File: config.mk
export PLATFORM = sky130hd
export DESIGN_NAME = irq_msi_gather
export DESIGN_NICKNAME = d
export VERILOG_FILES = /design/src/rtl/irqmsi_pkg.sv /design/src/rtl/irqmsi_sync.sv /design/src/rtl/irqmsi_regs.sv /design/src/rtl/irqmsi_fsm.sv /design/src/rtl/irq_msi_gather.sv
export SDC_FILE = /design/constraint.sdc
export NUM_CORES = 1
export LEC_CHECK = 0
export BUFFER_PORTS_ARGS = -buffer_cell sky130_fd_sc_hd__buf_4
export CAP_MARGIN = 0
export CORE_MARGIN = 5
export CORE_UTILIZATION = 51
export CTS_BUF_LIST = sky130_fd_sc_hd__clkbuf_8
export DETAILED_ROUTE_END_ITERATION = 8
export HOLD_SLACK_MARGIN = 0.03
export PLACE_DENSITY_LB_ADDON = 0.2
export SYNTH_ARGS = -nofsm -noshare
export SYNTH_HDL_FRONTEND = slang
export SYNTH_SLANG_ARGS = --single-unit
File: constraint.sdc
create_clock -name clk -period 1.9 [get_ports clk]
set_input_delay 0.38 -clock clk [delete_from_list [all_inputs] [get_ports clk]]
set_output_delay 0.38 -clock clk [all_outputs]
set_load 0.02 [all_outputs]
File: src/rtl/irqmsi_pkg.sv
package irqmsi_pkg;
    typedef enum logic [1:0] {
        ST_IDLE = 2'd0,
        ST_REQ  = 2'd1,
        ST_HELD = 2'd2
    } msi_state_e;
endpackage

File: src/rtl/irqmsi_sync.sv
module irqmsi_sync #(
    parameter int WIDTH  = 25,
    parameter int STAGES = 2
) (
    input  logic             clk,
    input  logic             rst_n,
    input  logic [WIDTH-1:0] d,
    output logic [WIDTH-1:0] q
);
    logic [STAGES-1:0][WIDTH-1:0] pipe;

    always_ff @(posedge clk or negedge rst_n) begin
        if (!rst_n) begin
            pipe <= '0;
        end else begin
            pipe[0] <= d;
            for (int i = 1; i < STAGES; i++) begin
                pipe[i] <= pipe[i-1];
            end
        end
    end

    assign q = pipe[STAGES-1];
endmodule

File: src/rtl/irqmsi_regs.sv
module irqmsi_regs #(
    parameter int          NUM_SRC  = 25,
    parameter int          AW       = 8,
    parameter int          DW       = 32,
    parameter logic [7:0]  OFF_EN   = 8'h00,
    parameter logic [7:0]  OFF_CLR  = 8'h0C,
    parameter logic [7:0]  OFF_STAT = 8'h10
) (
    input  logic               clk,
    input  logic               rst_n,
    input  logic               wr_en,
    input  logic [AW-1:0]      addr,
    input  logic [DW-1:0]      wdata,
    input  logic [NUM_SRC-1:0] src_sync,
    output logic [DW-1:0]      rdata,
    output logic               clr_pulse,
    output logic               pending
);
    localparam int PAD = DW - NUM_SRC;

    logic [NUM_SRC-1:0] enable_q;
    logic [NUM_SRC-1:0] masked;

    always_ff @(posedge clk or negedge rst_n) begin
        if (!rst_n) begin
            enable_q <= '0;
        end else if (wr_en && addr == AW'(OFF_EN)) begin
            enable_q <= wdata[NUM_SRC-1:0];
        end
    end

    genvar g;
    generate
        for (g = 0; g < NUM_SRC; g++) begin : g_mask
            assign masked[g] = src_sync[g] & enable_q[g];
        end
    endgenerate

    assign pending   = |masked;
    assign clr_pulse = wr_en && (addr == AW'(OFF_CLR)) && wdata[0];

    always_comb begin
        rdata = '0;
        if (addr == AW'(OFF_EN)) begin
            rdata = {{PAD{1'b0}}, enable_q};
        end else if (addr == AW'(OFF_STAT)) begin
            rdata = {{PAD{1'b0}}, masked};
        end
    end
endmodule

File: src/rtl/irqmsi_fsm.sv
module irqmsi_fsm
    import irqmsi_pkg::*;
(
    input  logic clk,
    input  logic rst_n,
    input  logic pending,
    input  logic clr,
    input  logic ack,
    output logic msi_req
);
    msi_state_e state_q, state_d;

    always_ff @(posedge clk or negedge rst_n) begin
        if (!rst_n) begin
            state_q <= ST_IDLE;
        end else begin
            state_q <= state_d;
        end
    end

    always_comb begin
        state_d = state_q;
        unique case (state_q)
            ST_IDLE: if (pending) state_d = ST_REQ;
            ST_REQ:  if (ack)     state_d = ST_HELD;
            ST_HELD: if (clr)     state_d = pending ? ST_REQ : ST_IDLE;
            default:              state_d = ST_IDLE;
        endcase
    end

    always_comb begin
        msi_req = (state_q == ST_REQ);
    end
endmodule

File: src/rtl/irq_msi_gather.sv
module irq_msi_gather #(
    parameter int          NUM_SRC     = 25,
    parameter int          SYNC_STAGES = 2,
    parameter int          AW          = 8,
    parameter int          DW          = 32,
    parameter logic [7:0]  OFF_EN      = 8'h00,
    parameter logic [7:0]  OFF_CLR     = 8'h0C,
    parameter logic [7:0]  OFF_STAT    = 8'h10
) (
    input  logic               clk,
    input  logic               rst_n,
    input  logic [NUM_SRC-1:0] irq_src,
    input  logic               reg_wr_en,
    input  logic [AW-1:0]      reg_addr,
    input  logic [DW-1:0]      reg_wdata,
    output logic [DW-1:0]      reg_rdata,
    output logic               msi_req,
    input  logic               msi_ack
);
    logic [NUM_SRC-1:0] src_sync;
    logic               clr_pulse;
    logic               pending;

    irqmsi_sync #(.WIDTH(NUM_SRC), .STAGES(SYNC_STAGES)) u_sync (
        .clk   (clk),
        .rst_n (rst_n),
        .d     (irq_src),
        .q     (src_sync)
    );

    irqmsi_regs #(
        .NUM_SRC(NUM_SRC), .AW(AW), .DW(DW),
        .OFF_EN(OFF_EN), .OFF_CLR(OFF_CLR), .OFF_STAT(OFF_STAT)
    ) u_regs (
        .clk       (clk),
        .rst_n     (rst_n),
        .wr_en     (reg_wr_en),
        .addr      (reg_addr),
        .wdata     (reg_wdata),
        .src_sync  (src_sync),
        .rdata     (reg_rdata),
        .clr_pulse (clr_pulse),
        .pending   (pending)
    );

    irqmsi_fsm u_fsm (
        .clk     (clk),
        .rst_n   (rst_n),
        .pending (pending),
        .clr     (clr_pulse),
        .ack     (msi_ack),
        .msi_req (msi_req)
    );
endmodule

After elaboration in Yosys (flattened, before gate mapping)
Index checks and enable logic that the tools add are counted.
Word-level totals
  register bits after elaboration: 77
  input bits: 69
  logic and storage cells: 50
Operators by class
  equal/unequal tests: 7
  mux-type cells: 7
  bitwise logic cells: 25
  reduce and logical (&&, ||, !) cells: 7
Operator list (count)
  two-way mux 32 bit: 1
  bitwise AND 1 bit: 25
  two-way mux 25 bit: 1
  OR reduction 25 bit: 1
  equality test 8 x 4 -> 1 bit (second input constant): 1
  equality test 8 x 5 -> 1 bit (second input constant): 1
  zero test 8 bit: 1
  two-way mux 2 bit: 3
  case mux 2 bit (3 select lines): 1
  inequality test 2 x 1 -> 1 bit (second input constant): 2
  logical AND 1 bit: 3
  AND reduction 3 bit: 1
  equality test 2 x 1 -> 1 bit (second input constant): 1
  equality test 2 bit (second input constant): 1
  zero test 2 bit: 1
  inequality test 2 bit (second input constant): 1
  two-way mux 1 bit: 1

Logic depth before layout (Yosys ltp)
  depth in word-level cells: 5
  gate-level depth with buffers: 6
  gate-level depth less buffers: 4

Modules after synthesis
A second synthesis with hierarchy kept.
Second synthesis, totals
  cells, all modules: 221
  area, all modules: 3030.4 um^2
Modules (own cells, without submodules)
  irqmsi_regs: instances 1, cells an instance 138, area an instance 1490.2 um^2, sequential area each 625.6 um^2
  irqmsi_sync: instances 1, cells an instance 75, area an instance 1438.9 um^2, sequential area each 1251.2 um^2
  irqmsi_fsm: instances 1, cells an instance 8, area an instance 101.3 um^2, sequential area each 50.0 um^2

Worst setup path before layout
No wires, ideal clock.
  kind: input-to-output
  from: input port reg_addr[1]
  to: output port reg_rdata[6]
  data arrival time: 1.661 ns
  setup slack: -0.141 ns
  stages on the path: 5
  path buffers: 1
  path through: nor4_4 -> and4b_1 -> buf_4 -> nand2_1 -> a21boi_0
On the way
  cells in the longest elaborated chain, start to end: 3
  elaborated cells between the ends (all ways): 4
  classes of those cells: eq/ne: 1; mux: 2; reduce/logical: 1
Ends and longest elaborated chain
  start: declaration: line irq_msi_gather.sv:14  | input logic [AW-1:0] reg_addr,
  equality test 8 x 5 -> 1 bit: line irqmsi_regs.sv:46  | end else if (addr == AW'(OFF_STAT)) begin
  two-way mux 25 bit: line irqmsi_regs.sv:46
  two-way mux 32 bit *: line irqmsi_regs.sv:44  | if (addr == AW'(OFF_EN)) begin
  end: declaration: line irq_msi_gather.sv:16  | output logic [DW-1:0] reg_rdata,
Mark *: on every way between the ends. The rest lies on a longest branch, timed or not.

Final worst setup path
  from: input port reg_addr[1]
  to: output port reg_rdata[5]
Same word-level chain as after synthesis.

==> flow_summary.json <==
{
  "hp-class": "input pin to flip-flop",
  "seqPwrFrac": 0.512,
  "core_um2": 5540,
  "ant_nets": 0,
  "skew_ns": 0.00839,
  "switching_share": 0.228,
  "ys_seq_area_frac": 0.662,
  "tns_ns": -1.73,
  "startpoint_type": "input pin",
  "syn_to_final_growth_pct": 43.1,
  "worstPathCellList": "buf_6, nor4_4, and4b_2, buf_6, nand2_4, a21boi_4, buf_6",
  "synth_area_um2": 2910,
  "rows": 27,
  "critPathMaxStageDelay_ns": 0.33,
  "end_kind": "output port",
  "floorplan.initialDensity": 0.526,
  "crit_type": "input pin to output port",
  "max_freq_mhz": 497,
  "critPathArrivalTime_ns": 1.63,
  "clkPwrFrac": 0.398,
  "grt_pass1_wl_um": 9980,
  "ys_warn_count": 0,
  "p_leak_nw": 1.98,
  "track_usage": 0.181,
  "dr.pass1.iters": 4,
  "fin_crit_ns": 2.01,
  "place_hpwl_um": 4440,
  "slowest_stage": "and4b_2",
  "ys_ff_latch": 77,
  "drtIter0Drc": 70,
  "numCtsBuffers": 9,
  "peakVddDrop_mv": 0.590,
  "dieHeight_um": 85.6,
  "nets": 370,
  "status": "finished, violations left",
  "clock-sinks": 77,
  "ctsRootBufferMaster": "clkbuf_8",
  "p_switching_w": 0.000799,
  "fp.dieArea_um2": 7320,
  "drv_cap": 0,
  "worstPathRequired_ns": 1.52,
  "cts_tree": "yes",
  "grt_max_degree": 40,
  "setup_violations": 25,
  "timing.final.crit_share": 1.06,
  "drc_errors": 0,
  "path_clk_slew_ns": 0.09,
  "cts_buffer_depth": 2,
  "ios": 102,
  "insertedDiodeCount": 0,
  "drive_above_1_share": 0.565,
  "grt_pass1_vias": 2022,
  "port_buffers": 87,
  "finalWorstSetupSlack_ns": -0.113,
  "vias_per_cell": 5.09,
  "slew_violations": 0,
  "gp_congestion": 0.784,
  "synth_cells": 196,
  "overflow": 0,
  "die_w_um": 85.6,
  "cellPowerDensity_nw_per_um2": 840,
  "insertion_delay_ns": 0.35,
  "syn_avg_cell_area_um2": 14.9,
  "vias": 1925,
  "drt-total-wl_um": 6360,
  "cp_max_fo": 5,
  "synth_cell_types": 24,
  "hold_violations": 0,
  "p_comb_frac": 0.090,
  "cts-htree-levels": 3,
  "wire_per_inst_um": 16.8,
  "whs_ns": 0.133,
  "cp_common_cell": "buf_6",
  "rsz0062_at_grt": "yes",
  "antenna_found_initial": 0,
  "p_int_w": 0.00270,
  "violations": "negative setup slack"
}
-- path summary, 6_finish.rpt --
kind / from / end / slack [ns] / cells after the start
max: reg_addr[1] / reg_rdata[5] / -0.11 / 7
min: irq_src[10] / u_sync.pipe[10] / 0.13 / 1
max reg2reg: u_sync.q[6] / u_fsm.state_q[0] / 0.43 / 4
min reg2reg: u_sync.pipe[3] / u_sync.q[3] / 0.34 / 0
max in group asynchronous: rst_n / u_sync.q[24] / 0.79 / 3
min in group asynchronous: rst_n / u_regs.enable_q[12] / 0.54 / 2
-- flip-flops by register name (all words and copies together) (netlist names) --
name             flops
u_sync.q            25
u_fsm.state_q        2
u_regs.enable_q     25
u_sync.pipe         25
-- timing repair --
item	CTS	global route
setup endpoints to repair	25	25
setup buffers	0	0
hold buffers	1	0
cloned	2	0
pin swaps	12	4
hold endpoints to repair	38	0
gates resized for setup	34	10
-- layer usage --
metal / track usage / wire, µm / up-vias
li1: - / - / 884
met1: 0.233 / 2620 / 964
met2: 0.290 / 3220 / 66
met3: 0.0442 / 411 / 11
met4: 0.0820 / 101 / 0
met5: 0 / 0 / -
-- cell families (layout without fill, tap and decap cells) --
| kind of cell | count (synthesis) | after routing | share of synthesized area |
|---|---|---|---|
| buf+inv | 15 | 119 | 0.0399 |
| compound gates | 41 | 41 | 0.109 |
| other cells | 1 | 7 | 0.00129 |
| mux | 25 | 25 | 0.122 |
| flops | 77 | 77 | 0.662 |
| simple gates | 37 | 37 | 0.0657 |
-- layout make-up --
class / instances / area (µm²)
flip-flops and latches: 77 / 1930
fillers: 366 / 1370
multi-input cells: 110 / 1060
repair buffers: 102 / 855
clock buffers: 10 / 138
clock inverters: 6 / 93.8
well taps: 72 / 90.1
inverters: 1 / 3.75
-- Yosys cell counts, drive strengths merged --
library cell / instances / area [µm²]
dfrtp: 77 / 1930
nand2: 27 / 101
a21boi: 25 / 188
mux2: 25 / 357
buf: 12 / 105
a221oi: 4 / 35.0
a22o: 4 / 35.0
nand4: 4 / 40.0
o21ai: 3 / 15.0
a222oi: 2 / 20.0
a22oi: 2 / 15.0
clkbuf: 2 / 7.51
nor2: 2 / 7.51
and4b: 1 / 10.0
conb: 1 / 3.75
inv: 1 / 3.75
nand3: 1 / 5.00
nor2b: 1 / 6.26
nor4: 1 / 21.3
o211a: 1 / 10.0
-- worst max-delay path, delay by kind of cell --
| family | cells | cell delay [ns] |
|---|---|---|
| and+or+nand+nor | 3 | 0.67 |
| buffers and inverters | 3 | 0.41 |
| AOI/OAI and AO/OA | 1 | 0.18 |
-- through the flow --
step	instances	worst slack (ns)	utilization	cell area, µm²	total power [W]
2_1_floorplan	202	-0.111	-	3010	0.00195
3_3_place_gp	359	-0.149	0.678	3760	0.00212
3_5_place_dp	359	-0.152	0.678	3760	0.00213
4_1_cts	378	-0.105	0.745	4130	0.00353
5_1_grt	378	-0.179	0.752	4170	0.00365
6_report	378	-0.113	0.752	4170	0.00350
-- power groups by stage --
stage | combinational (W) | clock [W] | sequential [W]
detailed placement | 0.000313 | 0 | 0.00182
global route | 0.000347 | 0.00150 | 0.00180
finish | 0.000315 | 0.00139 | 0.00179
CTS | 0.000320 | 0.00142 | 0.00179
global placement | 0.000305 | 0 | 0.00181
floorplan | 0.000145 | 0 | 0.00180
-- cell usage in the layout, fill, tap and decap left out, types with 5 or more instances in the layout --
| master | instances |
|---|---|
| buf_4 | 81 |
| dfrtp_1 | 77 |
| mux2_4 | 20 |
| nand2_1 | 17 |
| buf_6 | 17 |
| a21boi_2 | 10 |
| clkbuf_8 | 10 |
| a21boi_1 | 8 |
| a21boi_4 | 7 |
| nand2_2 | 7 |
| conb_1 | 7 |
| mux2_2 | 5 |
(Power assumes the default switching activity.)
